[src/rtl/pwm_timer16_pkg.sv]
// Shared constants and types of the dual-compare PWM timer.
// Assumes a 16-bit count accessed as two bytes.
package pwm_timer16_pkg;
    localparam int CNT_W  = 16;
    localparam int ADDR_W = 4;
    localparam int DIV_W  = 3;
    typedef logic [CNT_W-1:0] cnt_t;
    localparam cnt_t RELOAD_VAL = 16'hFFFC;

    typedef enum logic [ADDR_W-1:0] {
        A_LEVELS  = 4'h0,
        A_MODE    = 4'h1,
        A_STAT    = 4'h2,
        A_CAP1_LO = 4'h3,
        A_CMP1_HI = 4'h4,
        A_CMP1_LO = 4'h5,
        A_CMP2_HI = 4'h6,
        A_CMP2_LO = 4'h7,
        A_CNT_HI  = 4'h8,
        A_CNT_LO  = 4'h9
    } reg_addr_e;

    typedef enum logic [1:0] {
        PS_DIV4 = 2'b00,
        PS_DIV2 = 2'b01,
        PS_DIV8 = 2'b10,
        PS_EXT  = 2'b11
    } presc_e;
endpackage

[src/rtl/pwm_tmr_prescale.sv]
// Tick generator: divides clk by 2/4/8 or turns synchronised rising edges
// of ext_clk into single-cycle ticks. Assumes SYNC_STAGES >= 2.
module pwm_tmr_prescale
    import pwm_timer16_pkg::*;
#(
    parameter int SYNC_STAGES = 2
) (
    input  logic       clk,
    input  logic       rst_n,
    input  logic [1:0] presc,
    input  logic       ext_clk,
    output logic       tick
);
    logic [DIV_W-1:0]       div_q;
    logic [SYNC_STAGES-1:0] sync_q;
    logic                   prev_q;
    logic                   ext_rise;

    // Free-running divider count.
    always_ff @(posedge clk) begin
        if (!rst_n) div_q <= '0;
        else        div_q <= div_q + 1'b1;
    end

    // Synchronise ext_clk and keep the prior sample for edge detection.
    always_ff @(posedge clk) begin
        if (!rst_n) begin
            sync_q <= '0;
            prev_q <= 1'b0;
        end else begin
            sync_q <= {sync_q[SYNC_STAGES-2:0], ext_clk};
            prev_q <= sync_q[SYNC_STAGES-1];
        end
    end

    assign ext_rise = sync_q[SYNC_STAGES-1] & ~prev_q;

    // Select the tick source from the prescaler code.
    always_comb begin
        unique case (presc_e'(presc))
            PS_DIV2: tick = div_q[0];
            PS_DIV4: tick = &div_q[1:0];
            PS_DIV8: tick = &div_q;
            default: tick = ext_rise;
        endcase
    end
endmodule

[src/rtl/pwm_tmr_core.sv]
// Counter, compare matching and pin level register. Match events are
// qualified by tick and by the compare arm bits. A compare-2 match in PWM
// mode wins over a compare-1 match on the pin and reloads the counter.
module pwm_tmr_core
    import pwm_timer16_pkg::*;
#(
    parameter cnt_t RELOAD = RELOAD_VAL
) (
    input  logic clk,
    input  logic rst_n,
    input  logic tick,
    input  logic pwm_on,
    input  cnt_t cmp1,
    input  cnt_t cmp2,
    input  logic arm1,
    input  logic arm2,
    input  logic lvl1,
    input  logic lvl2,
    output cnt_t cnt,
    output logic pin,
    output logic m1_ev,
    output logic m2_ev
);
    assign m1_ev = tick & arm1 & (cnt == cmp1);
    assign m2_ev = tick & arm2 & (cnt == cmp2);

    // Count on ticks; reload at the PWM period end.
    always_ff @(posedge clk) begin
        if (!rst_n)                cnt <= RELOAD;
        else if (m2_ev && pwm_on)  cnt <= RELOAD;
        else if (tick)             cnt <= cnt + 1'b1;
    end

    // Force the programmed level on each match.
    always_ff @(posedge clk) begin
        if (!rst_n)                pin <= 1'b0;
        else if (m2_ev && pwm_on)  pin <= lvl2;
        else if (m1_ev)            pin <= lvl1;
    end
endmodule

[src/rtl/pwm_timer16.sv]
// Top of the dual-compare PWM timer: byte register file, flags and irq
// around the prescaler and counter core. Reads are combinational; rd_en
// only drives the flag-clear sequence.
module pwm_timer16
    import pwm_timer16_pkg::*;
#(
    parameter int SYNC_STAGES = 2
) (
    input  logic              clk,
    input  logic              rst_n,
    input  logic [ADDR_W-1:0] addr,
    input  logic              wr_en,
    input  logic [7:0]        wdata,
    input  logic              rd_en,
    output logic [7:0]        rdata,
    input  logic              ext_clk,
    input  logic              irq_mask,
    output logic              cmp_out,
    output logic              irq
);
    logic       lvl1, lvl2, cap_ie, cmp_ie;
    logic       oe, pwm_q, opm_q;
    logic [1:0] presc;
    cnt_t       cmp1, cmp2, cnt;
    logic       arm1, arm2;
    logic       cap1, oc1, oc2, stat_seen;
    logic       tick, pin_q, m1_ev, m2_ev, pwm_on;

    // The PWM bit alone selects the mode; the one-pulse bit then has no effect.
    assign pwm_on = pwm_q;

    pwm_tmr_prescale #(.SYNC_STAGES(SYNC_STAGES)) presc_i (
        .clk(clk), .rst_n(rst_n), .presc(presc), .ext_clk(ext_clk), .tick(tick)
    );

    pwm_tmr_core #(.RELOAD(RELOAD_VAL)) core_i (
        .clk(clk), .rst_n(rst_n), .tick(tick), .pwm_on(pwm_on),
        .cmp1(cmp1), .cmp2(cmp2), .arm1(arm1), .arm2(arm2),
        .lvl1(lvl1), .lvl2(lvl2), .cnt(cnt), .pin(pin_q),
        .m1_ev(m1_ev), .m2_ev(m2_ev)
    );

    // Control and compare registers with high-byte inhibit.
    always_ff @(posedge clk) begin
        if (!rst_n) begin
            {cmp_ie, cap_ie, lvl2, lvl1} <= '0;
            {presc, opm_q, pwm_q, oe}    <= '0;
            cmp1 <= '0;
            cmp2 <= '0;
            arm1 <= 1'b0;
            arm2 <= 1'b0;
        end else if (wr_en) begin
            unique case (reg_addr_e'(addr))
                A_LEVELS:  {cmp_ie, cap_ie, lvl2, lvl1} <= wdata[3:0];
                A_MODE:    {presc, opm_q, pwm_q, oe}    <= wdata[4:0];
                A_CMP1_HI: begin cmp1[15:8] <= wdata; arm1 <= 1'b0; end
                A_CMP1_LO: begin cmp1[7:0]  <= wdata; arm1 <= 1'b1; end
                A_CMP2_HI: begin cmp2[15:8] <= wdata; arm2 <= 1'b0; end
                A_CMP2_LO: begin cmp2[7:0]  <= wdata; arm2 <= 1'b1; end
                default: ;
            endcase
        end
    end

    // Capture flag 1 and its read-ordered clear sequence.
    always_ff @(posedge clk) begin
        if (!rst_n) begin
            cap1      <= 1'b0;
            stat_seen <= 1'b0;
        end else begin
            if (m2_ev && pwm_on)
                cap1 <= 1'b1;
            else if (rd_en && addr == A_CAP1_LO && stat_seen)
                cap1 <= 1'b0;
            if (rd_en && addr == A_STAT)
                stat_seen <= 1'b1;
            else if (rd_en && addr == A_CAP1_LO)
                stat_seen <= 1'b0;
        end
    end

    // Output-compare flags, active outside PWM mode only.
    always_ff @(posedge clk) begin
        if (!rst_n) begin
            oc1 <= 1'b0;
            oc2 <= 1'b0;
        end else begin
            if (m1_ev && !pwm_on)                      oc1 <= 1'b1;
            else if (wr_en && addr == A_CMP1_LO)       oc1 <= 1'b0;
            if (m2_ev && !pwm_on)                      oc2 <= 1'b1;
            else if (wr_en && addr == A_CMP2_LO)       oc2 <= 1'b0;
        end
    end

    assign irq     = ~irq_mask & ((cap_ie & cap1) | (cmp_ie & (oc1 | oc2)));
    assign cmp_out = oe & pin_q;

    // Read mux.
    always_comb begin
        unique case (reg_addr_e'(addr))
            A_LEVELS:  rdata = {4'b0, cmp_ie, cap_ie, lvl2, lvl1};
            A_MODE:    rdata = {3'b0, presc, opm_q, pwm_q, oe};
            A_STAT:    rdata = {5'b0, oc2, oc1, cap1};
            A_CMP1_HI: rdata = cmp1[15:8];
            A_CMP1_LO: rdata = cmp1[7:0];
            A_CMP2_HI: rdata = cmp2[15:8];
            A_CMP2_LO: rdata = cmp2[7:0];
            A_CNT_HI:  rdata = cnt[15:8];
            A_CNT_LO:  rdata = cnt[7:0];
            default:   rdata = 8'h00;
        endcase
    end
endmodule

[config.mk]
export PLATFORM = sky130hd
export DESIGN_NAME = pwm_timer16
export DESIGN_NICKNAME = d
export VERILOG_FILES = /design/src/rtl/pwm_timer16_pkg.sv /design/src/rtl/pwm_tmr_prescale.sv /design/src/rtl/pwm_tmr_core.sv /design/src/rtl/pwm_timer16.sv
export SDC_FILE = /design/constraint.sdc
export NUM_CORES = 1
export LEC_CHECK = 0
export ABC_CLOCK_PERIOD_IN_PS = 2850
export BUFFER_PORTS_ARGS = -buffer_cell sky130_fd_sc_hd__buf_4
export CAP_MARGIN = 20
export CORE_ASPECT_RATIO = 0.75
export CORE_MARGIN = 5
export CORE_UTILIZATION = 60
export DETAILED_ROUTE_END_ITERATION = 8
export GPL_TIMING_DRIVEN = 0
export PLACE_DENSITY = 0.79
export RECOVER_POWER = 50
export SYNTH_ARGS = -nofsm -noshare
export SYNTH_HDL_FRONTEND = slang
export SYNTH_SLANG_ARGS = --single-unit
[constraint.sdc]
create_clock -name clk -period 2.85 [get_ports clk]
set_input_delay 0.285 -clock clk [delete_from_list [all_inputs] [get_ports clk]]
set_output_delay 0.285 -clock clk [all_outputs]
set_load 0.02 [all_outputs]
---- Word-level counts from Yosys, hierarchy flattened ----
Index checks and enable logic that the tools add are counted.
word-level totals
  bits in registers ....................... 70
  input bits .............................. 18
  output and inout port bits .............. 10
  logic and storage cells ................. 95
cells by class
  $add $sub $neg .......................... 2
  eq/ne operators ......................... 13
  mux-type cells .......................... 14
  bitwise logic cells ..................... 14
  reduce and logical (&&, ||, !) cells .... 29
operator list
  kind                                                                   count
  8-bit one-hot mux with 9 select lines                                  1
  16-bit equality test                                                   2
  2-bit AND reduction                                                    9
  16-bit by 1-bit adder with 16-bit output, second input constant        1
  4-bit by 3-bit equality test with 1-bit output, second input constant  4
  2-bit nonzero test                                                     7
  1-bit two-way mux                                                      10
  1-bit bitwise AND                                                      9
  4-bit by 2-bit equality test with 1-bit output, second input constant  2
  4-bit equality test, second input constant                             2
  1-bit logical AND                                                      8
  4-bit by 1-bit equality test with 1-bit output, second input constant  1
  4-bit zero test                                                        1
  1-bit one-hot mux with 2 select lines                                  2
  3-bit by 1-bit adder with 3-bit output, second input constant          1
  1-bit NOT                                                              3
  1-bit one-hot mux with 3 select lines                                  1
  3-bit AND reduction                                                    1
  2-bit by 1-bit equality test with 1-bit output, second input constant  1
  2-bit equality test, second input constant                             1
  2-bit zero test                                                        1
  1-bit bitwise OR                                                       2
  2-bit OR reduction                                                     1
  1-bit zero test                                                        1

---- Longest topological paths before layout ----
  depth in word-level cells ............... 7
  depth in mapped cells ................... 8
  depth with buffers taken out ............ 7

---- Cells and area by module ----
Synthesis repeated with hierarchy kept, for this count alone.
unflattened totals
  cells, all modules ...................... 419
  area, all modules ....................... 3772.4 um^2
by module, submodules not included
  module            times used  cells an instance  area an instance (um^2)
  pwm_timer16       1           266                2406.1
  pwm_tmr_core      1           137                1154.9
  pwm_tmr_prescale  1           16                 211.5

---- Least setup slack after synthesis ----
Ideal clock, no wire load.
  kind .................................... input-to-output
  start point ............................. input addr[0]
  end point ............................... output rdata[3]
  arrival time ............................ 2009 ps
  required time ........................... 2565 ps
  path slack .............................. 556 ps
  cell stages on the path ................. 5
  buffers on the path ..................... 3
  path through ............................ clkbuf_1 -> buf_2 -> buf_1 -> a31oi_1 -> o311ai_0
on the way
  longest elaborated chain between the ends .. 2
  elaborated cells between the ends (all ways) .. 10
ends and longest elaborated chain
  item                                         line                RTL
  start: declaration                           pwm_timer16.sv:11   input logic [ADDR_W-1:0] addr,
  4-bit equality test (tied with other cells)  pwm_timer16.sv:100  unique case (reg_addr_e'(addr))
  8-bit one-hot mux with 9 select lines (*)    pwm_timer16.sv:100
  end: declaration                             pwm_timer16.sv:15   output logic [7:0] rdata,
Mark *: on every way between the ends. The rest lies on a longest branch, timed or not.

---- Worst setup path after layout ----
  start point ............................. input addr[1]
  end point ............................... output rdata[4]
The elaborated chain is that of the path after synthesis.

==> results by stage <==
Worst setup path:
- The critical path in this run is classified as primary input to primary output.
- The launch point of the worst reg-to-reg path is presc_i.div_q[0].
- The endpoint identified for the worst register-to-register timing path is core_i.cnt[5].
- The number of buffer and inverter stages on the critical path is 4.
- The reg-to-reg setup timing slack is 0.51 ns.
- At the worst endpoint, the required time is 2.57 ns.
- The delay of the slowest critical-path stage is 0.45 ns.
- The worst setup path is captured at a primary output.
- Among all stages on the critical path, the largest delay is contributed by sky130_fd_sc_hd__clkbuf_1.
- The path depth of the worst reg2reg path is 7.
- The cell seen most often among critical-path stages is sky130_fd_sc_hd__clkbuf_1.
- Along the worst path, the maximum fanout reaches 10.
- The kind of cell with the highest combined delay along the critical path is buffers and inverters.
- Traced cell by cell, the critical path runs through clkbuf_4 -> clkbuf_1 -> nand3b_1 -> nor2_1 -> clkbuf_1 -> a222oi_1 -> o31ai_1 -> buf_4.
- The critical path launch point type is a primary input.
- The signal arrival time at the worst endpoint is 2.23 ns.

Final layout:
- The share of the core filled with cells is 0.686.
- The footprint of the flip-flops and latches is 1400 um^2.
- After filler insertion, the fill cell instance count of the layout stands at 532.
- The number of antenna diodes in the final layout is 0.
- The layout-stage area growth over the synthesis result is 11.8%.
- The layout cell share with drive strength beyond 1 is 0.136.
- The area of combinational cells with multiple inputs is 2240 um^2.
- At the end of the flow, the number of nets in the layout was 488.

Routing:
- For this run, the detailed router's first-pass iteration total came to 5.
- The routed via count is 3,391.
- The number of vias per cell after detailed routing is 6.13.
- The number of DRC markers in iteration 0 is 414.
- The detail route stage leaves a number of antenna-violating nets equal to 0.
- The detailed-route wire length per cell is 19.6 um.
- The routed design has 10,800 um of wire.
- For this run, design rule violations remaining after detail routing come to 0.

Logic synthesis:
- The number of nets handed over by synthesis was 453.
- By count the netlist is led by sky130_fd_sc_hd__dfxtp_1, sky130_fd_sc_hd__nand2_1, sky130_fd_sc_hd__nor2b_1, sky130_fd_sc_hd__mux2i_1, sky130_fd_sc_hd__nand3_1.
- The cell count after synthesis came out at 432.
- The area share of the largest cell type after synthesis is 0.365.
- The cell with the most instances after synthesis is sky130_fd_sc_hd__dfxtp_1.
- For this run, the number of Yosys warnings is 0.
- Counting distinct cell types in the post-synthesis netlist gives 52.
- The register area share after synthesis is 0.365.
- The synthesized design spends more area on one cell type than any other, namely sky130_fd_sc_hd__dfxtp_1.
- After synthesis the netlist holds a flip-flop and latch count of 70.
- The average cell area after synthesis is 8.88 um^2.
- The fraction of registers with async set/reset is 0.
- Ranked by total cell area, the synthesized netlist is headed by sky130_fd_sc_hd__dfxtp_1, sky130_fd_sc_hd__mux2i_1, sky130_fd_sc_hd__nand2_1.
- The cell area that synthesis handed to floorplanning was 3840 um^2.
- The number of flops mapped to enable cells by yosys is 0.
- The most used flip-flop cell after synthesis is sky130_fd_sc_hd__dfxtp_1.

Die:
- The effective utilization at floorplan is 0.613.
- The floorplan die height is 79.3 um.
- The initialized floorplan defines 25 standard-cell rows.
- The region available for standard cell placement spans 6260 um^2.
- The total die area is 8110 um^2.
- The count of pins on the block boundary is 28.
- The die is 102 um wide.

Pwr:
- Of the total power, registers draw 0.507.
- For this design the total switching power over the nets is 509 uW.
- For this design the ratio of total power to cell area is 462 nW/um^2.
- Of the total power, combinational logic draws 0.097.
- The leakage power is 0.00171 uW.
- The power share of the clock group is 0.396.
- The cell-internal power is 1470 uW.
- The proportion of total power due to net switching is 0.257.
- The design draws 1980 uW.
- The worst-case IR drop observed on VDD is 0.000365 V.

Run status:
- The run finished with clean final reports.

Timing:
- On the final layout, the worst clock skew is 0.00428 ns.
- The post-route minimum period is 2.51 ns.
- Setup repair after global routing left no endpoint under its margin.
- Of the available clock period, the critical path in the final layout requires 0.881.
- For the pin with the worst max-slew slack, the measured transition is 0.863 ns.
- The number of hold violations in the final report is 0.
- After routing, the total negative slack on setup checks comes to 0 ns.
- The count of pins over their slew limit is 0.
- Derived from the worst setup path, the maximum achievable clock frequency is 0.398 GHz.
- The worst-case headroom to the max-slew limit is 0.424.
- The number of setup violations in the final report is 0.

Placement:
- The HPWL after detailed placement is 7840 um.
- The number of I/O port buffers is 24.
- At the end of routability-driven placement, the weighted congestion stood at 1.02.

Global routing:
- The largest net degree at the start of global routing is 12.
- The via count of the first global-routing pass came to 3,197.
- The first-pass GRT wire length is 16,900 um.
- Across every metal layer, demand over resource in global routing totals 0.281.
- The number of antenna violations at the first check in global routing is 0.
- The total global routing overflow is 0.

CTS:
- The clock reaches the later pin of the worst-skew pair after 0.35 ns.
- The clock passes through at most 2 buffers.
- TritonCTS built the clock tree.
- Counting the buffers created by CTS gives 9.
- After clock tree synthesis, the flow added hold-fix buffers numbering 0.
- For this design, the sink count on the clock tree is 70.
- The number of setup buffers added after CTS is 0.
- The clock tree root driver cell is sky130_fd_sc_hd__clkbuf_8.
- The number of levels in the clock H-tree is 3.
- In this run, post-CTS repair resized a total of 0 instances.
- The clock transition at the registers of the reported paths is 0.07 ns.

Worst hold path:
- The class of the tightest hold or removal check is primary input to flip-flop.
- For hold timing, the worst endpoint is presc_i.sync_q[0].
- The startpoint of the tightest hold check path is ext_clk.
- Along the worst hold path, the cell count comes to 2.

Job:
- The number of maximum-capacitance violations is 0.
[metrics by stage]
stage | hold WS [ns] | std cells | area (um^2) | worst slack (ns)
after global routing | 0.131 | 553 | 4290 | 0.213
after floorplan | 0.412 | 432 | 3840 | 0.556
after global placement | 0.414 | 537 | 4120 | 0.424
after CTS | 0.132 | 553 | 4300 | 0.423
final | 0.139 | 553 | 4290 | 0.338
after detailed placement | 0.426 | 537 | 4120 | 0.415
[registers in the layout, summed over array words and instances (netlist names), 2 cells and up]
name and count:
cmp2 16, presc 2, presc_i.sync_q 2, presc_i.div_q 3
core_i.cnt 16, cmp1 16
[layer usage]
layer  track usage  vias up  wire [um]
li1              -     1562          -
met1         0.392     1610       4630
met5             0        -          0
met2         0.418      199       4790
met4         0.105        0        204
met3        0.0694       20       1200
[layout make-up]
class                      count  share of cell area
timing repair buffer          24              0.0411
clock buffer                  12              0.0315
clock inverter                 4              0.0111
tap                           81              0.0236
buffer                        34              0.0379
sequential                    70               0.327
multi-input combinational    320               0.521
inverter                       8             0.00700
[worst max-delay path by stage]
| stage | from | end | slack, ns | cells past startpoint |
|---|---|---|---|---|
| after floorplan | addr[0] | rdata[3] | 0.56 | 5 |
| after detailed placement | addr[0] | rdata[3] | 0.41 | 6 |
| after global routing | addr[0] | rdata[3] | 0.21 | 6 |
| after CTS | addr[0] | rdata[3] | 0.42 | 6 |
| after global placement | addr[0] | rdata[3] | 0.42 | 6 |
| final | addr[1] | rdata[4] | 0.34 | 8 |
[placed cells by master (no fill, tap or decap), drive strengths merged, types with 3 or more instances in the layout]
master / Yosys / layout
a21boi: 20 / 20
a21oi: 4 / 4
a221oi: 3 / 3
a22oi: 4 / 4
a31oi: 4 / 4
and2: 10 / 10
and3: 4 / 4
and4: 3 / 3
buf: 16 / 34
clkbuf: 18 / 36
dfxtp: 70 / 70
ha: 3 / 3
inv: 8 / 8
mux2: 4 / 4
mux2i: 30 / 30
mux4: 5 / 5
nand2: 62 / 62
nand2b: 3 / 3
nand3: 27 / 27
nand4: 7 / 7
nor2: 10 / 10
nor2b: 31 / 31
nor3: 4 / 4
nor4: 7 / 7
o21ai: 9 / 9
o31ai: 3 / 3
xnor2: 27 / 27
xor2: 18 / 18
[power groups by stage]
stage | Sequential, uW | Clock, uW | Combinational [uW]
global placement | 1030 | 0 | 184
global route | 1010 | 837 | 205
finish | 1000 | 785 | 192
floorplan | 1020 | 0 | 117
CTS | 1000 | 791 | 188
detailed placement | 1030 | 0 | 188
[cell families after synthesis]
logic type,share of synthesized area
compound gates,0.118
xor+xnor,0.109
fa+ha+maj,0.00979
flops,0.365
buf+inv,0.0519
simple gates,0.227
mux,0.119
No activity file was read; power rests on OpenSTA's default activity.
